**src/rtl/fti_pkg.sv**
```systemverilog
package fti_pkg;
    typedef enum logic [2:0] {
        CLS_ZERO = 3'd0,
        CLS_NUM  = 3'd1,
        CLS_INF  = 3'd2,
        CLS_QNAN = 3'd3,
        CLS_SNAN = 3'd4
    } fcls_e;
endpackage

```
**src/rtl/fti_class.sv**
```systemverilog
module fti_class (
    input  logic [2:0] cls_i,
    output logic       is_zero_o,
    output logic       is_num_o,
    output logic       is_bad_o
);
    always_comb begin
        is_zero_o = (cls_i == fti_pkg::CLS_ZERO);
        is_num_o  = (cls_i == fti_pkg::CLS_NUM);
        // every other code, including unused ones, is a non-number
        is_bad_o  = !is_zero_o && !is_num_o;
    end
endmodule

```
**src/rtl/fti_align.sv**
```systemverilog
module fti_align #(
    parameter int INT_W  = 32,
    parameter int MANT_W = 53,
    parameter int EXP_W  = 13
) (
    input  logic signed [EXP_W-1:0] exp_i,
    input  logic [MANT_W-1:0]       mant_i,
    input  logic                    sticky_i,
    output logic [INT_W-1:0]        mag_o,
    output logic                    lost_o,
    output logic                    exp_big_o
);
    localparam int WIDE_W = INT_W + MANT_W;
    localparam int SH_W   = $clog2(INT_W + 1);
    localparam logic signed [EXP_W-1:0] EXP_LIM = EXP_W'(INT_W);

    logic              exp_neg;
    logic [SH_W-1:0]   shamt;
    logic [WIDE_W-1:0] wide;

    always_comb begin
        exp_neg   = exp_i[EXP_W-1];
        exp_big_o = (exp_i >= EXP_LIM);
        shamt     = '0;
        wide      = '0;
        mag_o     = '0;
        lost_o    = sticky_i;
        if (exp_neg) begin
            // whole mantissa is fraction
            lost_o = (|mant_i) | sticky_i;
        end else if (!exp_big_o) begin
            // leading one lands on integer bit 'exp'
            shamt  = SH_W'(exp_i[SH_W-1:0]) + SH_W'(1);
            wide   = {{INT_W{1'b0}}, mant_i} << shamt;
            mag_o  = wide[WIDE_W-1:MANT_W];
            lost_o = (|wide[MANT_W-1:0]) | sticky_i;
        end
    end
endmodule

```
**src/rtl/fti_limit.sv**
```systemverilog
module fti_limit #(
    parameter int INT_W = 32
) (
    input  logic [INT_W-1:0] mag_i,
    input  logic             sign_i,
    input  logic             force_i,
    output logic             ovf_o,
    output logic [INT_W-1:0] value_o
);
    localparam logic [INT_W-1:0] HALF = {1'b1, {(INT_W-1){1'b0}}};

    always_comb begin
        ovf_o = force_i || (mag_i > HALF) || ((mag_i == HALF) && !sign_i);
        if (ovf_o) begin
            value_o = sign_i ? HALF : ~HALF;
        end else begin
            value_o = sign_i ? (~mag_i + INT_W'(1)) : mag_i;
        end
    end
endmodule

```
**src/rtl/fti_conv.sv**
```systemverilog
module fti_conv #(
    parameter int INT_W  = 32,
    parameter int MANT_W = 53,
    parameter int EXP_W  = 13
) (
    input  logic                    clk,
    input  logic                    rst_n,
    input  logic                    req_i,
    input  logic [2:0]              cls_i,
    input  logic                    sign_i,
    input  logic signed [EXP_W-1:0] exp_i,
    input  logic [MANT_W-1:0]       mant_i,
    input  logic                    sticky_i,
    output logic                    vld_o,
    output logic [INT_W-1:0]        res_o,
    output logic                    inexact_o,
    output logic                    invalid_o
);
    typedef struct packed {
        logic             vld;
        logic [INT_W-1:0] res;
        logic             nx;
        logic             nv;
    } state_t;

    state_t st_d, st_q;

    logic             is_zero, is_num, is_bad;
    logic [INT_W-1:0] mag;
    logic             lost, exp_big;
    logic             ovf;
    logic [INT_W-1:0] value;

    fti_class u_class (
        .cls_i     (cls_i),
        .is_zero_o (is_zero),
        .is_num_o  (is_num),
        .is_bad_o  (is_bad)
    );

    fti_align #(.INT_W(INT_W), .MANT_W(MANT_W), .EXP_W(EXP_W)) u_align (
        .exp_i     (exp_i),
        .mant_i    (mant_i),
        .sticky_i  (sticky_i),
        .mag_o     (mag),
        .lost_o    (lost),
        .exp_big_o (exp_big)
    );

    fti_limit #(.INT_W(INT_W)) u_limit (
        .mag_i   (mag),
        .sign_i  (sign_i),
        .force_i (is_bad || (is_num && exp_big)),
        .ovf_o   (ovf),
        .value_o (value)
    );

    always_comb begin
        st_d     = st_q;
        st_d.vld = req_i;
        if (req_i) begin
            if (is_zero) begin
                st_d.res = '0;
                st_d.nx  = 1'b0;
                st_d.nv  = 1'b0;
            end else begin
                st_d.res = value;
                st_d.nv  = ovf;
                // invalid displaces inexact
                st_d.nx  = lost && !ovf;
            end
        end
    end

    always_ff @(posedge clk or negedge rst_n) begin
        if (!rst_n) begin
            st_q <= '0;
        end else begin
            st_q <= st_d;
        end
    end

    assign vld_o     = st_q.vld;
    assign res_o     = st_q.res;
    assign inexact_o = st_q.nx;
    assign invalid_o = st_q.nv;
endmodule

```
**config.mk**
```make
export PLATFORM = sky130hd
export DESIGN_NAME = fti_conv
export DESIGN_NICKNAME = d
export VERILOG_FILES = /design/src/rtl/fti_pkg.sv /design/src/rtl/fti_class.sv /design/src/rtl/fti_align.sv /design/src/rtl/fti_limit.sv /design/src/rtl/fti_conv.sv
export SDC_FILE = /design/constraint.sdc
export NUM_CORES = 1
export LEC_CHECK = 0
export BUFFER_PORTS_ARGS = -buffer_cell sky130_fd_sc_hd__buf_4
export CAP_MARGIN = 20
export CORE_MARGIN = 4
export CORE_UTILIZATION = 45
export DETAILED_ROUTE_END_ITERATION = 6
export GPL_ROUTABILITY_DRIVEN = 0
export PLACE_DENSITY = 0.65
export RECOVER_POWER = 100
export SLEW_MARGIN = 30
export SYNTH_ARGS = -nofsm -noshare
export SYNTH_HDL_FRONTEND = slang
export SYNTH_SLANG_ARGS = --single-unit
```
**constraint.sdc**
```tcl
create_clock -name clk -period 1 [get_ports clk]
set_input_delay 0.15 -clock clk [delete_from_list [all_inputs] [get_ports clk]]
set_output_delay 0.15 -clock clk [all_outputs]
set_load 0.01 [all_outputs]
```
==> key figures <==
STA
  • F_max: 258 MHz
  • Tcrit/Tclk final: 388%
  • Post-route setup slack: -2.88 ns
  • Clk_skew: 0 ns
  • Worst-Margin Slew: approximately 0.8 ns
  • Slew margin rel.: around 44%
  • Slew Viols, Final: 0
  • WHS: between 0.2 and 0.25 ns
  • Period minus WS final: 3.88 ns
  • Unrepaired setup endpoints after global routing: true
  • Final setup viols: 35
  • Hold Fails Final Rpt: 0

CTS
  • CTS H-Tree Depth: 2
  • CTS root buffer: clkbuf_16
  • CTS tree: done
  • Clock tree buffer depth: 2
  • Worst-path clk slew: roughly 0.060 ns
  • Sink Count: 35
  • Num CTS Buffers: 5
  • Clock latency on the worst-skew pair: 0.28 ns

Power
  • Design Power: roughly 12 mW
  • Peak supply drop: between 1 and 1.5 mV
  • P_leak: 6.11 nW
  • Cell Pwr Density: 914 mW/mm2

Synth
  • Number of synthesis warnings: 0
  • Yosys cell types: 91
  • Synth top area cells: mux2i_1, dfrtp_1, mux4_2
  • Count of flip-flops with a built-in enable after synthesis: 0
  • Asr flop ratio synth: 100%
  • Top cell type's share of synthesized area: around 14%
  • Yosys top cell by area: mux2i_1
  • Syn Area/Cell: 8.29 um2
  • Synthesized flop and latch total: 35
  • Post-Syn Area: approximately 0.008 mm2
  • Synth Instances: about 1,000
  • Sequential share of the synthesized area: around 11%
  • Main synth FF type: dfrtp_1
  • Syn nets: ~1,100

Route
  • Remaining DRCs: 22
  • DRT iter0 DRCs: approximately 1,900
  • Antenna-violating nets left: 0
  • DR vias/cell: between 6 and 7
  • Routed length per instance: around 25 um
  • First-pass DRT Iterations: 7
  • Total wire length: 42,000 um
  • Vias: around 11,000

Global route
  • GRT overflow: 0
  • Initial antenna violation count: 1
  • Largest net degree at the start of global routing: 54
  • First-pass GRT wire length: 62,200 um
  • Total track usage: around two fifths
  • Vias in the first global route: 11,200

Final layout
  • Final antenna diode count: 0
  • Reg area: approximately 900 um2
  • Area of the multi-input gates: ~0.0075 mm2
  • Final Net Count: 1,547
  • Fillers: about 1,200
  • Layout cell share with drive strength beyond 1: around 54%
  • Area growth syn-to-layout: 65.0%

Worst setup path
  • Crit start category: input pin
  • Crit path DAT: just over 4 ns
  • WP data required: approximately 1.2 ns
  • CP peak stage delay: around 0.5 ns
  • CP Class: input pin to flip-flop
  • Most common cell on crit path: buf_12
  • Critical Path Slowest Stage Cell: o41a_1
  • Crit. End Element: flip-flop
  • Top delay family on crit path: simple AND/OR/NAND/NOR gates
  • CP bufs+invs: 6
  • Critical path peak fanout: 11
  • CP Cell Sequence: buf_12 > inv_12 > ha_4 > buf_12 > buf_12 > mux2_4 > mux2i_4 > mux2i_1 > and4_1 > or4_4 > or3_4 > or3_1 > o41a_1 > buf_6 > buf_12 > nor2_4 > o2bb2ai_2

Die
  • Top Ports: between 100 and 150
  • Die area: 0.0203 mm2
  • Site Rows: 48
  • Die Height: 142 um
  • Initial Util: approximately 46%
  • Die W: between 100 and 150 um
  • Core Region: between 0.015 and 0.02 mm2

Outcome
  • Status: finished with violations
  • Failing checks: DRC, setup timing

Min path
  • Type of the worst min-delay path: input pin to flip-flop

Run
  • Max Cap Violations: 0

Place
  • Buffers on Ports: approximately 110
  • Detailed Place HPWL: a little under 30,000 um
[metrics by stage]
stage | area, um2 | util [%] | TNS (ns) | cells | setup WS, ns
CTS | 13200 | 75.3 | -89.76 | 1685 | -2.68
global route | 13400 | 76.6 | -99.99 | 1696 | -3.03
detailed placement | 12000 | 68.2 | -110.67 | 1624 | -3.35
finish | 13400 | 76.6 | -95.20 | 1696 | -2.88
global placement | 12000 | 68.2 | -105.36 | 1624 | -3.19
floorplan | 8310 | - | -111.90 | 982 | -3.37
[flip-flops by register name, summed over array words and instances, names as in the netlist]
signal	cells
inexact_o	1
res_o	32
invalid_o	1
vld_o	1
[cell type report]
class	instances	share of cell area, %
sequential	35	6.52
timing repair buffer	562	33.7
tap	225	2.10
multi-input combinational	844	55.9
inverter	22	0.708
clock buffer	5	0.932
clock inverter	3	0.177
[what timing repair did]
item	CTS	global route
setup buffers	50	11
pin swaps	41	18
hold endpoints to repair	35	0
cloned	2	0
hold buffers	1	0
gates resized for setup	136	38
setup endpoints to repair	36	37
[power by group]
| group | leakage (nW) | internal [mW] | switching [mW] | total [mW] |
|---|---|---|---|---|
| Sequential | 0.441 | 1.57 | 0.0947 | 1.66 |
| Clock | 0.0664 | 0.931 | 0.639 | 1.57 |
| Combinational | 5.60 | 4.46 | 4.58 | 9.04 |
[cell usage in the layout (no fill, tap or decap), types with 18 or more instances in the layout]
cell | netlist | layout
nand2_1 | 71 | 69
dfrtp_1 | 35 | 35
mux2_4 | 8 | 27
buf_12 | 0 | 19
nand4_1 | 18 | 18
mux2_2 | 49 | 33
mux4_2 | 36 | 36
nor2_1 | 88 | 80
inv_1 | 21 | 19
nor4_1 | 23 | 21
mux2i_4 | 2 | 18
buf_4 | 15 | 501
xnor2_1 | 20 | 18
mux2i_2 | 2 | 18
nand3_1 | 41 | 38
nor3_1 | 33 | 25
a21oi_1 | 34 | 31
mux2i_1 | 113 | 81
o21ai_0 | 32 | 29
[cells in the mapped netlist, types with 5 or more instances]
library cell,n
a211oi_1,9
a21oi_1,34
a221o_1,6
a221oi_1,6
a22oi_1,15
a2bb2oi_1,5
a31oi_1,9
and2_1,8
and3_1,9
buf_1,5
buf_2,23
buf_4,15
buf_6,12
clkbuf_1,26
dfrtp_1,35
inv_1,21
mux2_1,11
mux2_2,49
mux2_4,8
mux2i_1,113
mux4_2,36
nand2_1,71
nand2b_1,12
nand3_1,41
nand4_1,18
nor2_1,88
nor3_1,33
nor4_1,23
o2111ai_1,5
o211ai_1,8
o21ai_0,32
o21ai_1,16
o221ai_1,5
o22ai_1,11
o2bb2ai_1,6
o31ai_1,13
o32ai_1,9
or3_1,13
xnor2_1,20
xor2_1,12
[path summary, 6_finish.rpt]
check	depth (start not counted)	start	slack (ns)	to
hold / removal	3	req_i	0.24	res_o[7]
setup / recovery	17	exp_i[0]	-2.88	res_o[5]
hold reg to reg	1	res_o[9]	0.49	res_o[9]
setup reg to reg	3	inexact_o	-0.05	inexact_o
max in group asynchronous	2	rst_n	0.27	vld_o
min in group asynchronous	2	rst_n	0.39	res_o[6]
[per-layer routing]
| metal | wire length [um] | global-route usage, % | vias to the layer above |
|---|---|---|---|
| li1 | - | - | 4806 |
| met1 | 14700 | 47.0 | 5317 |
| met2 | 18300 | 62.2 | 982 |
| met3 | 5220 | 8.67 | 387 |
| met4 | 3750 | 21.8 | 2 |
| met5 | 19 | 0 | - |
[cell families (layout without fill, tap and decap cells)]
kind of cell / count (synthesis) / in the layout / synth area share (%)
adders and majority gates: 3 / 3 / 0.461
and+or+nand+nor: 348 / 348 / 21.9
buffers and inverters: 103 / 592 / 6.90
xor gates and xnor gates: 34 / 34 / 4.12
AOI/OAI and AO/OA: 238 / 238 / 21.3
DFF: 35 / 35 / 10.8
muxes: 221 / 221 / 34.5
[worst register-to-register path, stage by stage (launching register included)]
cell and delay (ns):
dfrtp_1 0.39, a221oi_1 0.28, o21ai_0 0.12, a2bb2oi_1 0.14
(Power assumes the default switching activity.)
